===== src/rtl/edly_pkg.sv =====
package edly_pkg;

   // One entry of the transport event wheel: a scheduled output value.
   typedef struct packed {
      logic vld;
      logic val;
   } edly_slot_t;

endpackage


===== src/rtl/edly_delay_sel.sv =====
module edly_delay_sel #(
   parameter int MAX_DLY = 64,
   parameter int DLY_W   = 7,
   parameter int LOAD_W  = 4,
   parameter int CNT_W   = 7
) (
   input  logic [DLY_W-1:0]  rise_base_i,
   input  logic [DLY_W-1:0]  fall_base_i,
   input  logic [LOAD_W-1:0] rise_load_i,
   input  logic [LOAD_W-1:0] fall_load_i,
   output logic [CNT_W-1:0]  rise_tot_o,
   output logic [CNT_W-1:0]  fall_tot_o
);

   localparam int SUM_W = DLY_W + 1;
   localparam logic [SUM_W-1:0] MAX_SUM = SUM_W'(MAX_DLY);

   logic [DLY_W-1:0]  base [2];
   logic [LOAD_W-1:0] load [2];
   logic [CNT_W-1:0]  tot  [2];

   assign base[0] = rise_base_i;
   assign base[1] = fall_base_i;
   assign load[0] = rise_load_i;
   assign load[1] = fall_load_i;

   // Direction 0 = rise, 1 = fall; both share the same clamp.
   for (genvar d = 0; d < 2; d++) begin : g_dir
      logic [SUM_W-1:0] sum;
      always_comb begin
         sum = {1'b0, base[d]} + SUM_W'(load[d]);
         if (sum == '0)
            tot[d] = CNT_W'(1);
         else if (sum > MAX_SUM)
            tot[d] = CNT_W'(MAX_DLY);
         else
            tot[d] = CNT_W'(sum);
      end
   end

   assign rise_tot_o = tot[0];
   assign fall_tot_o = tot[1];

   always_comb begin
      assert_total_range_R5: assert ((rise_tot_o != '0) && (fall_tot_o != '0)
                                     && (rise_tot_o <= CNT_W'(MAX_DLY))
                                     && (fall_tot_o <= CNT_W'(MAX_DLY)));
   end

endmodule


===== src/rtl/edly_inertial.sv =====
module edly_inertial #(
   parameter int MAX_DLY = 64,
   parameter int CNT_W   = 7
) (
   input  logic             clk,
   input  logic             rst,
   input  logic             en_i,
   input  logic             din_i,
   input  logic             dout_i,
   input  logic [CNT_W-1:0] rise_tot_i,
   input  logic [CNT_W-1:0] fall_tot_i,
   output logic             upd_o,
   output logic             upd_val_o
);

   logic             pend_vld;
   logic             pend_val;
   logic [CNT_W-1:0] pend_cnt;
   logic             fire;
   logic             out_nxt;
   logic [CNT_W-1:0] dly_sel;

   assign fire    = pend_vld && (pend_cnt == '0);
   assign out_nxt = fire ? pend_val : dout_i;
   assign dly_sel = din_i ? rise_tot_i : fall_tot_i;

   always_ff @(posedge clk) begin
      if (rst || !en_i) begin
         pend_vld <= 1'b0;
         pend_val <= 1'b0;
         pend_cnt <= '0;
      end else if (din_i == out_nxt) begin
         // input is back at (or equal to) the output level: nothing pending
         pend_vld <= 1'b0;
      end else if (fire || !pend_vld) begin
         // new target level; its delay is fixed now
         pend_vld <= 1'b1;
         pend_val <= din_i;
         pend_cnt <= dly_sel - 1'b1;
      end else begin
         pend_cnt <= pend_cnt - 1'b1;
      end
   end

   assign upd_o     = en_i && fire;
   assign upd_val_o = pend_val;

   assert_pending_differs_R6: assert property (@(posedge clk) disable iff (rst)
      pend_vld |-> (pend_val != dout_i));

   assert_update_toggles_R2: assert property (@(posedge clk) disable iff (rst)
      upd_o |-> (upd_val_o != dout_i));

   assert_count_bound_R5: assert property (@(posedge clk) disable iff (rst)
      pend_vld |-> (pend_cnt < CNT_W'(MAX_DLY)));

endmodule


===== src/rtl/edly_transport.sv =====
module edly_transport
   import edly_pkg::*;
#(
   parameter int MAX_DLY = 64,
   parameter int CNT_W   = 7
) (
   input  logic             clk,
   input  logic             rst,
   input  logic             en_i,
   input  logic             din_i,
   input  logic             din_prev_i,
   input  logic [CNT_W-1:0] rise_tot_i,
   input  logic [CNT_W-1:0] fall_tot_i,
   output logic             upd_o,
   output logic             upd_val_o
);

   edly_slot_t       slots [MAX_DLY];
   logic             ins;
   logic [CNT_W-1:0] ins_idx;

   assign ins     = din_i ^ din_prev_i;
   assign ins_idx = (din_i ? rise_tot_i : fall_tot_i) - 1'b1;

   // Slot k holds the value due k+1 clock edges from now; the wheel moves
   // one slot per cycle and a new edge overwrites whatever shifts in.
   for (genvar g = 0; g < MAX_DLY; g++) begin : g_slot
      edly_slot_t from_up;
      if (g == MAX_DLY - 1) begin : g_top
         assign from_up = '0;
      end else begin : g_mid
         assign from_up = slots[g+1];
      end
      always_ff @(posedge clk) begin
         if (rst || !en_i)
            slots[g] <= '0;
         else if (ins && (ins_idx == CNT_W'(g)))
            slots[g] <= '{vld: 1'b1, val: din_i};
         else
            slots[g] <= from_up;
      end
   end

   assign upd_o     = en_i && slots[0].vld;
   assign upd_val_o = slots[0].val;

   assert_idle_no_event_R8: assert property (@(posedge clk) disable iff (rst)
      !en_i |=> !upd_o);

endmodule


===== src/rtl/edge_delay_cell.sv =====
module edge_delay_cell #(
   parameter int MAX_DLY = 64,
   parameter int DLY_W   = 7,
   parameter int LOAD_W  = 4
) (
   input  logic              clk,
   input  logic              rst,
   input  logic              din,
   input  logic              transport_en,
   input  logic [DLY_W-1:0]  rise_base,
   input  logic [DLY_W-1:0]  fall_base,
   input  logic [LOAD_W-1:0] rise_load,
   input  logic [LOAD_W-1:0] fall_load,
   output logic              dout
);

   localparam int CNT_W = $clog2(MAX_DLY + 1);

   if (MAX_DLY < 1) begin : g_chk_depth
      $error("edge_delay_cell: MAX_DLY must be at least 1");
   end
   if (DLY_W < LOAD_W) begin : g_chk_load
      $error("edge_delay_cell: LOAD_W must not exceed DLY_W");
   end
   if ((2 ** DLY_W) - 1 < MAX_DLY) begin : g_chk_base
      $error("edge_delay_cell: DLY_W too narrow to express MAX_DLY");
   end

   logic             din_q;
   logic [CNT_W-1:0] rise_tot;
   logic [CNT_W-1:0] fall_tot;
   logic             i_upd, i_val;
   logic             t_upd, t_val;
   logic             sel_upd, sel_val;

   edly_delay_sel #(
      .MAX_DLY(MAX_DLY), .DLY_W(DLY_W), .LOAD_W(LOAD_W), .CNT_W(CNT_W)
   ) u_dsel (
      .rise_base_i(rise_base),
      .fall_base_i(fall_base),
      .rise_load_i(rise_load),
      .fall_load_i(fall_load),
      .rise_tot_o (rise_tot),
      .fall_tot_o (fall_tot)
   );

   edly_inertial #(.MAX_DLY(MAX_DLY), .CNT_W(CNT_W)) u_inert (
      .clk       (clk),
      .rst       (rst),
      .en_i      (!transport_en),
      .din_i     (din),
      .dout_i    (dout),
      .rise_tot_i(rise_tot),
      .fall_tot_i(fall_tot),
      .upd_o     (i_upd),
      .upd_val_o (i_val)
   );

   edly_transport #(.MAX_DLY(MAX_DLY), .CNT_W(CNT_W)) u_trans (
      .clk       (clk),
      .rst       (rst),
      .en_i      (transport_en),
      .din_i     (din),
      .din_prev_i(din_q),
      .rise_tot_i(rise_tot),
      .fall_tot_i(fall_tot),
      .upd_o     (t_upd),
      .upd_val_o (t_val)
   );

   assign sel_upd = transport_en ? t_upd : i_upd;
   assign sel_val = transport_en ? t_val : i_val;

   always_ff @(posedge clk) begin
      if (rst) begin
         din_q <= 1'b0;
         dout  <= 1'b0;
      end else begin
         din_q <= din;
         if (sel_upd)
            dout <= sel_val;
      end
   end

   assert_reset_clear_R1: assert property (@(posedge clk)
      rst |=> (dout == 1'b0));

endmodule


===== config.mk =====
export PLATFORM = sky130hd
export DESIGN_NAME = edge_delay_cell
export DESIGN_NICKNAME = d
export VERILOG_FILES = /design/src/rtl/edly_pkg.sv /design/src/rtl/edly_delay_sel.sv /design/src/rtl/edly_inertial.sv /design/src/rtl/edly_transport.sv /design/src/rtl/edge_delay_cell.sv
export SDC_FILE = /design/constraint.sdc
export NUM_CORES = 1
export LEC_CHECK = 0
export BUFFER_PORTS_ARGS = -buffer_cell sky130_fd_sc_hd__buf_4
export CORE_UTILIZATION = 51
export CTS_CLUSTER_SIZE = 24
export DETAILED_ROUTE_END_ITERATION = 10
export PLACE_DENSITY_LB_ADDON = 0.12
export SETUP_SLACK_MARGIN = 0.05
export SYNTH_ARGS = -nofsm -noshare
export SYNTH_HDL_FRONTEND = slang
export SYNTH_SLANG_ARGS = --single-unit

===== constraint.sdc =====
create_clock -name clk -period 7.4 [get_ports clk]
set_input_delay 0.74 -clock clk [delete_from_list [all_inputs] [get_ports clk]]
set_output_delay 0.74 -clock clk [all_outputs]
set_load 0.05 [all_outputs]

## After elaboration in Yosys (flattened, before gate mapping)

Memory sizes are Yosys's and may differ from the RTL's.
Cells that the tools add are included.
W data, S select, Z words.

| operators by class | value |
|---|---|
| $add $sub $neg | 4 |
| $lt $le $gt $ge | 2 |
| equal/unequal tests | 64 |
| multiplexer cells | 523 |
| bitwise logic cells | 130 |
| reduce and logical (&&, ||, !) cells | 78 |

Operators by type and width:

| cell | count |
|---|---|
| $mux W1 | 389 |
| $mux W2 | 128 |
| $eq A7 B6 Y1 const B | 32 |
| $or A1 B1 Y1 | 128 |
| $eq A7 B5 Y1 const B | 16 |
| $logic_and A1 B1 Y1 | 67 |
| $eq A7 B4 Y1 const B | 8 |
| $mux W7 | 6 |
| $eq A7 B3 Y1 const B | 4 |
| $add A7 B4 Y8 | 2 |
| $gt A8 B7 Y1 const B | 2 |
| $logic_not A8 Y1 | 2 |
| $eq A7 B2 Y1 const B | 2 |
| $logic_not A7 Y1 | 2 |
| $sub A7 B1 Y7 const B | 2 |
| $eq A7 B1 Y1 const B | 1 |
| $logic_or A1 B1 Y1 | 3 |
| $logic_not A1 Y1 | 2 |
| $reduce_and A2 Y1 | 1 |
| $reduce_or A2 Y1 | 1 |
| $eq A1 B1 Y1 | 1 |
| $not A1 Y1 | 1 |
| $xor A1 B1 Y1 | 1 |

| word-level totals | value |
|---|---|
| register bits | 11 |
| bits in writable memories | 128 |
| word-level logic and storage cells | 807 |
| memories | 1 |

Memories:

| name | depth | bits a word | read ports | clocked after memory_dff | write ports | line | source |
|---|---|---|---|---|---|---|---|
| u_trans.slots | 64 | 2 | 64 | 0 | 64 | edly_transport.sv:18 | `edly_slot_t slots [MAX_DLY];` |

## Depth between registers and ports, before layout

| logic depth | value |
|---|---|
| depth in word-level cells | 13 |
| gate-level depth with buffers | 19 |

## Hierarchy

From an unflattened synthesis, not the netlist that was laid out.

| unflattened totals | value |
|---|---|
| cell total of the unflattened synthesis | 679 |
| area, all modules | 7726.2 um^2 |

Modules (own cells, without submodules):

| module | times used | cells each | area each (um^2) | sequential area each (um^2) |
|---|---|---|---|---|
| edly_transport | 1 | 477 | 6234.7 | 3843.7 |
| edly_inertial | 1 | 114 | 858.3 | 180.2 |
| edly_delay_sel | 1 | 79 | 548.0 | 0.0 |
| edge_delay_cell | 1 | 9 | 85.1 | 40.0 |

## Least setup slack after synthesis

Ideal clock, no wire load.

| timing | value |
|---|---|
| path kind | in2reg |
| start point | in fall_base[0] |
| end point | mem u_trans.slots[0][0] in the netlist's numbering (data pin) |
| arrival time | 4.247 ns |
| slack | 2.881 ns |
| stages | 17 |
| buffers on the path | 0 |
| cells stage by stage | ha_1 -> inv_1 -> fa_1 -> nand2b_1 -> a2111oi_4 -> nor3_1 -> a32oi_1 -> nand2_1 -> a21oi_1 -> ha_1 -> nand3_2 -> nor2_1 -> nor2_1 -> a211oi_1 -> o21a_2 -> and3_1 -> mux2i_1 |

RTL lines:

| item | line | source |
|---|---|---|
| from (decl) | edge_delay_cell.sv:11 | `input logic [DLY_W-1:0] fall_base,` |
| to (decl) | edly_transport.sv:18 |  |

==> results.md <==
* Area Overhead vs Synth at 17.1%
* #FFs+latches synth at 139
* Core footprint at 0.0146 mm^2
* Yosys top cell area share at 49.8%
* Distinct cells, synth at 72
* Final instance area at 0.00904 mm^2
* Crit end category: register
* Max clock buf depth at 2
* Clock root buffer: clkbuf_16
* Launching point of the worst reg2reg path: u_inert.pend_cnt[0]$_SDFFE_PP0P_
* Final Critical Period at 5.07 ns
* # setup viols final at 0
* Pwr dens at 223 mW/mm^2
* Unrepaired setup endpoints after global routing: false
* Gr usage total at 22.9%
* Crit Reg-Reg Endpoint: u_inert.pend_cnt[4]$_SDFFE_PP0P_
* Post-Syn Instances at 721
* IO Port Bufs at 26
* Hold_sp: u_inert.pend_cnt[5]$_SDFFE_PP0P_
* Largest area contributor in the netlist: edfxtp_1
* Largest net degree at the start of global routing at 69
* Number of synthesized flops with an enable pin at 128
* Post-CTS Hold Fix Bufs at 0
* Crit path DAT at 5.19 ns
* Top FF cell, synth: edfxtp_1
* Post-synthesis sequential area ratio at 52.6%
* # resized after CTS at 0
* Clock Skew at 0.0106 ns
* Starting Density at 52.7%
* CTS clk-pin slew, worst paths at 0.06 ns
* Tightest Pin Transition at 1.10 ns
* Synth async-reset ratio at 0%
* Die area at 0.0156 mm^2
* Switching share of power at 27.6%
* Hold Path Depth at 2
* Int Power at 1.46 mW
* Critical path's top delay family: simple AND/OR/NAND/NOR gates
* DR iter-0 viols at 423
* Post-DP Area at 0.00851 mm^2
* CP startpoint kind: input port
* Seq pwr share at 45.6%
* Worst VDD drop at 0.167 mV
* Synth top area cells: edfxtp_1, mux2i_1, a21oi_1
* Highest Clock Rate at 197 MHz
* Hold endpoint: u_inert.pend_cnt[5]$_SDFFE_PP0P_
* Reg2Reg Depth at 11
* Clock power share at 38.7%
* Drt total wl at 16600 um
* Worst slew margin at 26.4%
* Max-Cap Viols at 0
* Post-synthesis cell area at 0.00772 mm^2
* Hold Path Class: register to register
* Net switching power at 556 uW
* Clk Latency, worst-skew pair at 0.42 ns
* Final hold slack at 0.490 ns
* CP max stage delay at 0.55 ns
* Drt wl/cell at 15.6 um
* Comb power frac at 15.7%
* Non-Filler Instances at 1060
* Clk sink count at 139
* Total vias in the final route at 5743
* Die H at 125 um
* Drt pass-1 iters at 8
* Share of layout cells above drive strength 1 at 13.4%
* Commonest cells post-synth: edfxtp_1, nand2_1, nor2_1
* Via/cell ratio at 5.42
* Critical Path, Cell by Cell: buf_4 -> ha_1 -> inv_1 -> fa_1 -> nand2b_1 -> a21oi_1 -> xor2_1 -> nor4_1 -> a32oi_1 -> nand2_1 -> a21oi_1 -> ha_1 -> nand3_2 -> nor2_1 -> nor2_1 -> nor3_2 -> nand3_1 -> mux2i_1
* Synth warnings at 0
* Status: finished, violations left
* Post-route ant nets at 0
* Width of the die at 125 um
* Rows at 44
* CTS tree: yes
* Nets at 905
* Initial antenna violation count at 0
* # fillers at 1265
* H-tree depth at 4
* Setup TNS at 0 ns
* Critical-path top delay cell: nor3_2
* Placer Congestion at 0.855
* Reg2Reg Setup Slack at 4.61 ns
* Path type of the worst setup path: input port to register
* Period utilization at 68.5%
* Total grt overflow at 0
* CTS buffer count at 17
* Placed Instances at 1028
* Pwr Total at 2.01 mW
* Critical Path RT at 7.52 ns
* Ant diodes at 0
* Residual DRC at 2
* Count leader, synth: edfxtp_1
* I/O pins at 27
* Syn Area/Cell at 10.7 um^2
* First-pass GRT wire length at 27800 um
* DPL Wire Length at 11500 um
* Fin. max-slew vios at 0
* Hold Vio Cnt, Final at 0
* Vias in the first global route at 5816
* Pleak at 3.77 nW
* CP bufs+invs at 2
* Failing checks: design-rule violations
* Crit Path Max Fanout at 8
* Post-CTS setup buffer count at 0
-- worst max path at each step --
stage,start,endpoint,slack (ns),depth (start not counted)
after floorplan,fall_base[0],u_trans.slots[0][0]$_DFFE_PP_,2.88,17
after detailed placement,fall_base[0],u_trans.slots[16][2]$_DFFE_PP_,1.99,18
after global routing,fall_base[0],u_trans.slots[16][0]$_SDFFCE_PN0P_,1.96,18
final,fall_load[0],u_trans.slots[16][0]$_SDFFCE_PN0P_,2.33,18
after CTS,fall_base[0],u_trans.slots[16][0]$_SDFFCE_PN0P_,2.45,18
after global placement,fall_base[0],u_trans.slots[16][2]$_DFFE_PP_,2.17,17
-- registers in the layout (all words and copies together), names as in the netlist --
name               cells
u_inert.pend_vld       1
u_trans.slots        128
dout                   1
din_q                  1
u_inert.pend_cnt       7
u_inert.upd_val_o      1
-- placed cells by master (no fill, tap or decap), types with 3 or more instances in the layout --
cell and n:
edfxtp_1 128, conb_1 128, nand2_1 77, nor2_1 60, a21oi_1 59, inv_1 56
mux2i_1 54, nand3_1 47, buf_4 28, clkbuf_16 17, ha_1 14, o21ai_0 12
nor3_1 12, o21a_1 11, nor3_2 11, dfxtp_1 11, nand3_2 10, xnor2_1 7
o21ai_2 7, and2_1 7, a31oi_1 6, o31ai_1 6, a21o_1 5, nor4_1 5
clkinv_1 5, nand2_2 5, a211oi_1 5, nand2b_1 4, and3_1 4, a32oi_1 4
a21oi_2 4, nand3b_4 4, o31ai_2 4, clkinv_2 4, xor2_1 3
-- area by class of cell --
type / instances / area (um^2) / area share (%)
timing repair buffer: 28 / 210 / 2.32
clock buffer: 19 / 433 / 4.79
sequential: 139 / 4060 / 44.9
multi-input combinational: 619 / 3780 / 41.8
inverter: 58 / 218 / 2.41
tap: 184 / 230 / 2.55
clock inverter: 13 / 103 / 1.13
-- cell families (layout without fill, tap and decap cells) --
kind of cell | count (synthesis) | after routing | share of synthesized area, %
and+or+nand+nor | 262 | 262 | 17.9
AOI/OAI and AO/OA | 148 | 148 | 13.6
DFF | 139 | 139 | 52.6
buffers and inverters | 90 | 118 | 4.71
muxes | 55 | 55 | 7.15
adders and majority gates | 16 | 16 | 2.79
xor gates and xnor gates | 10 | 10 | 1.13
other | 1 | 128 | 0.0486
-- per-layer routing --
metal | vias up | GRT usage (%) | part of all wire [%]
li1 | 2779 | - | -
met1 | 2813 | 28.4 | 45
met2 | 126 | 39.5 | 49
met3 | 25 | 4.88 | 4.5
met4 | 0 | 7.82 | 1.7
met5 | - | 0 | 0
-- power groups by stage --
stage / registers [mW] / clock network, mW / logic [mW]
after floorplan: 0.929 / 0 / 0.238
after global placement: 0.932 / 0 / 0.305
after detailed placement: 0.934 / 0 / 0.311
after CTS: 0.918 / 0.789 / 0.312
after global routing: 0.921 / 0.820 / 0.350
final: 0.917 / 0.779 / 0.316
-- metrics by stage --
stage               util [%]  setup slack, ns
floorplan                  -             2.88
global placement        58.1             2.17
detailed placement      58.1             1.99
CTS                     61.7             2.45
global route            61.7             1.96
finish                  61.7             2.33
-- tightest hold or removal path, cell delays in order (launching register included) --
cell	delay, ns
dfxtp_1	0.32
nand2_1	0.06
a21oi_1	0.06
Note: power is estimated with default switching activity, not from simulation.
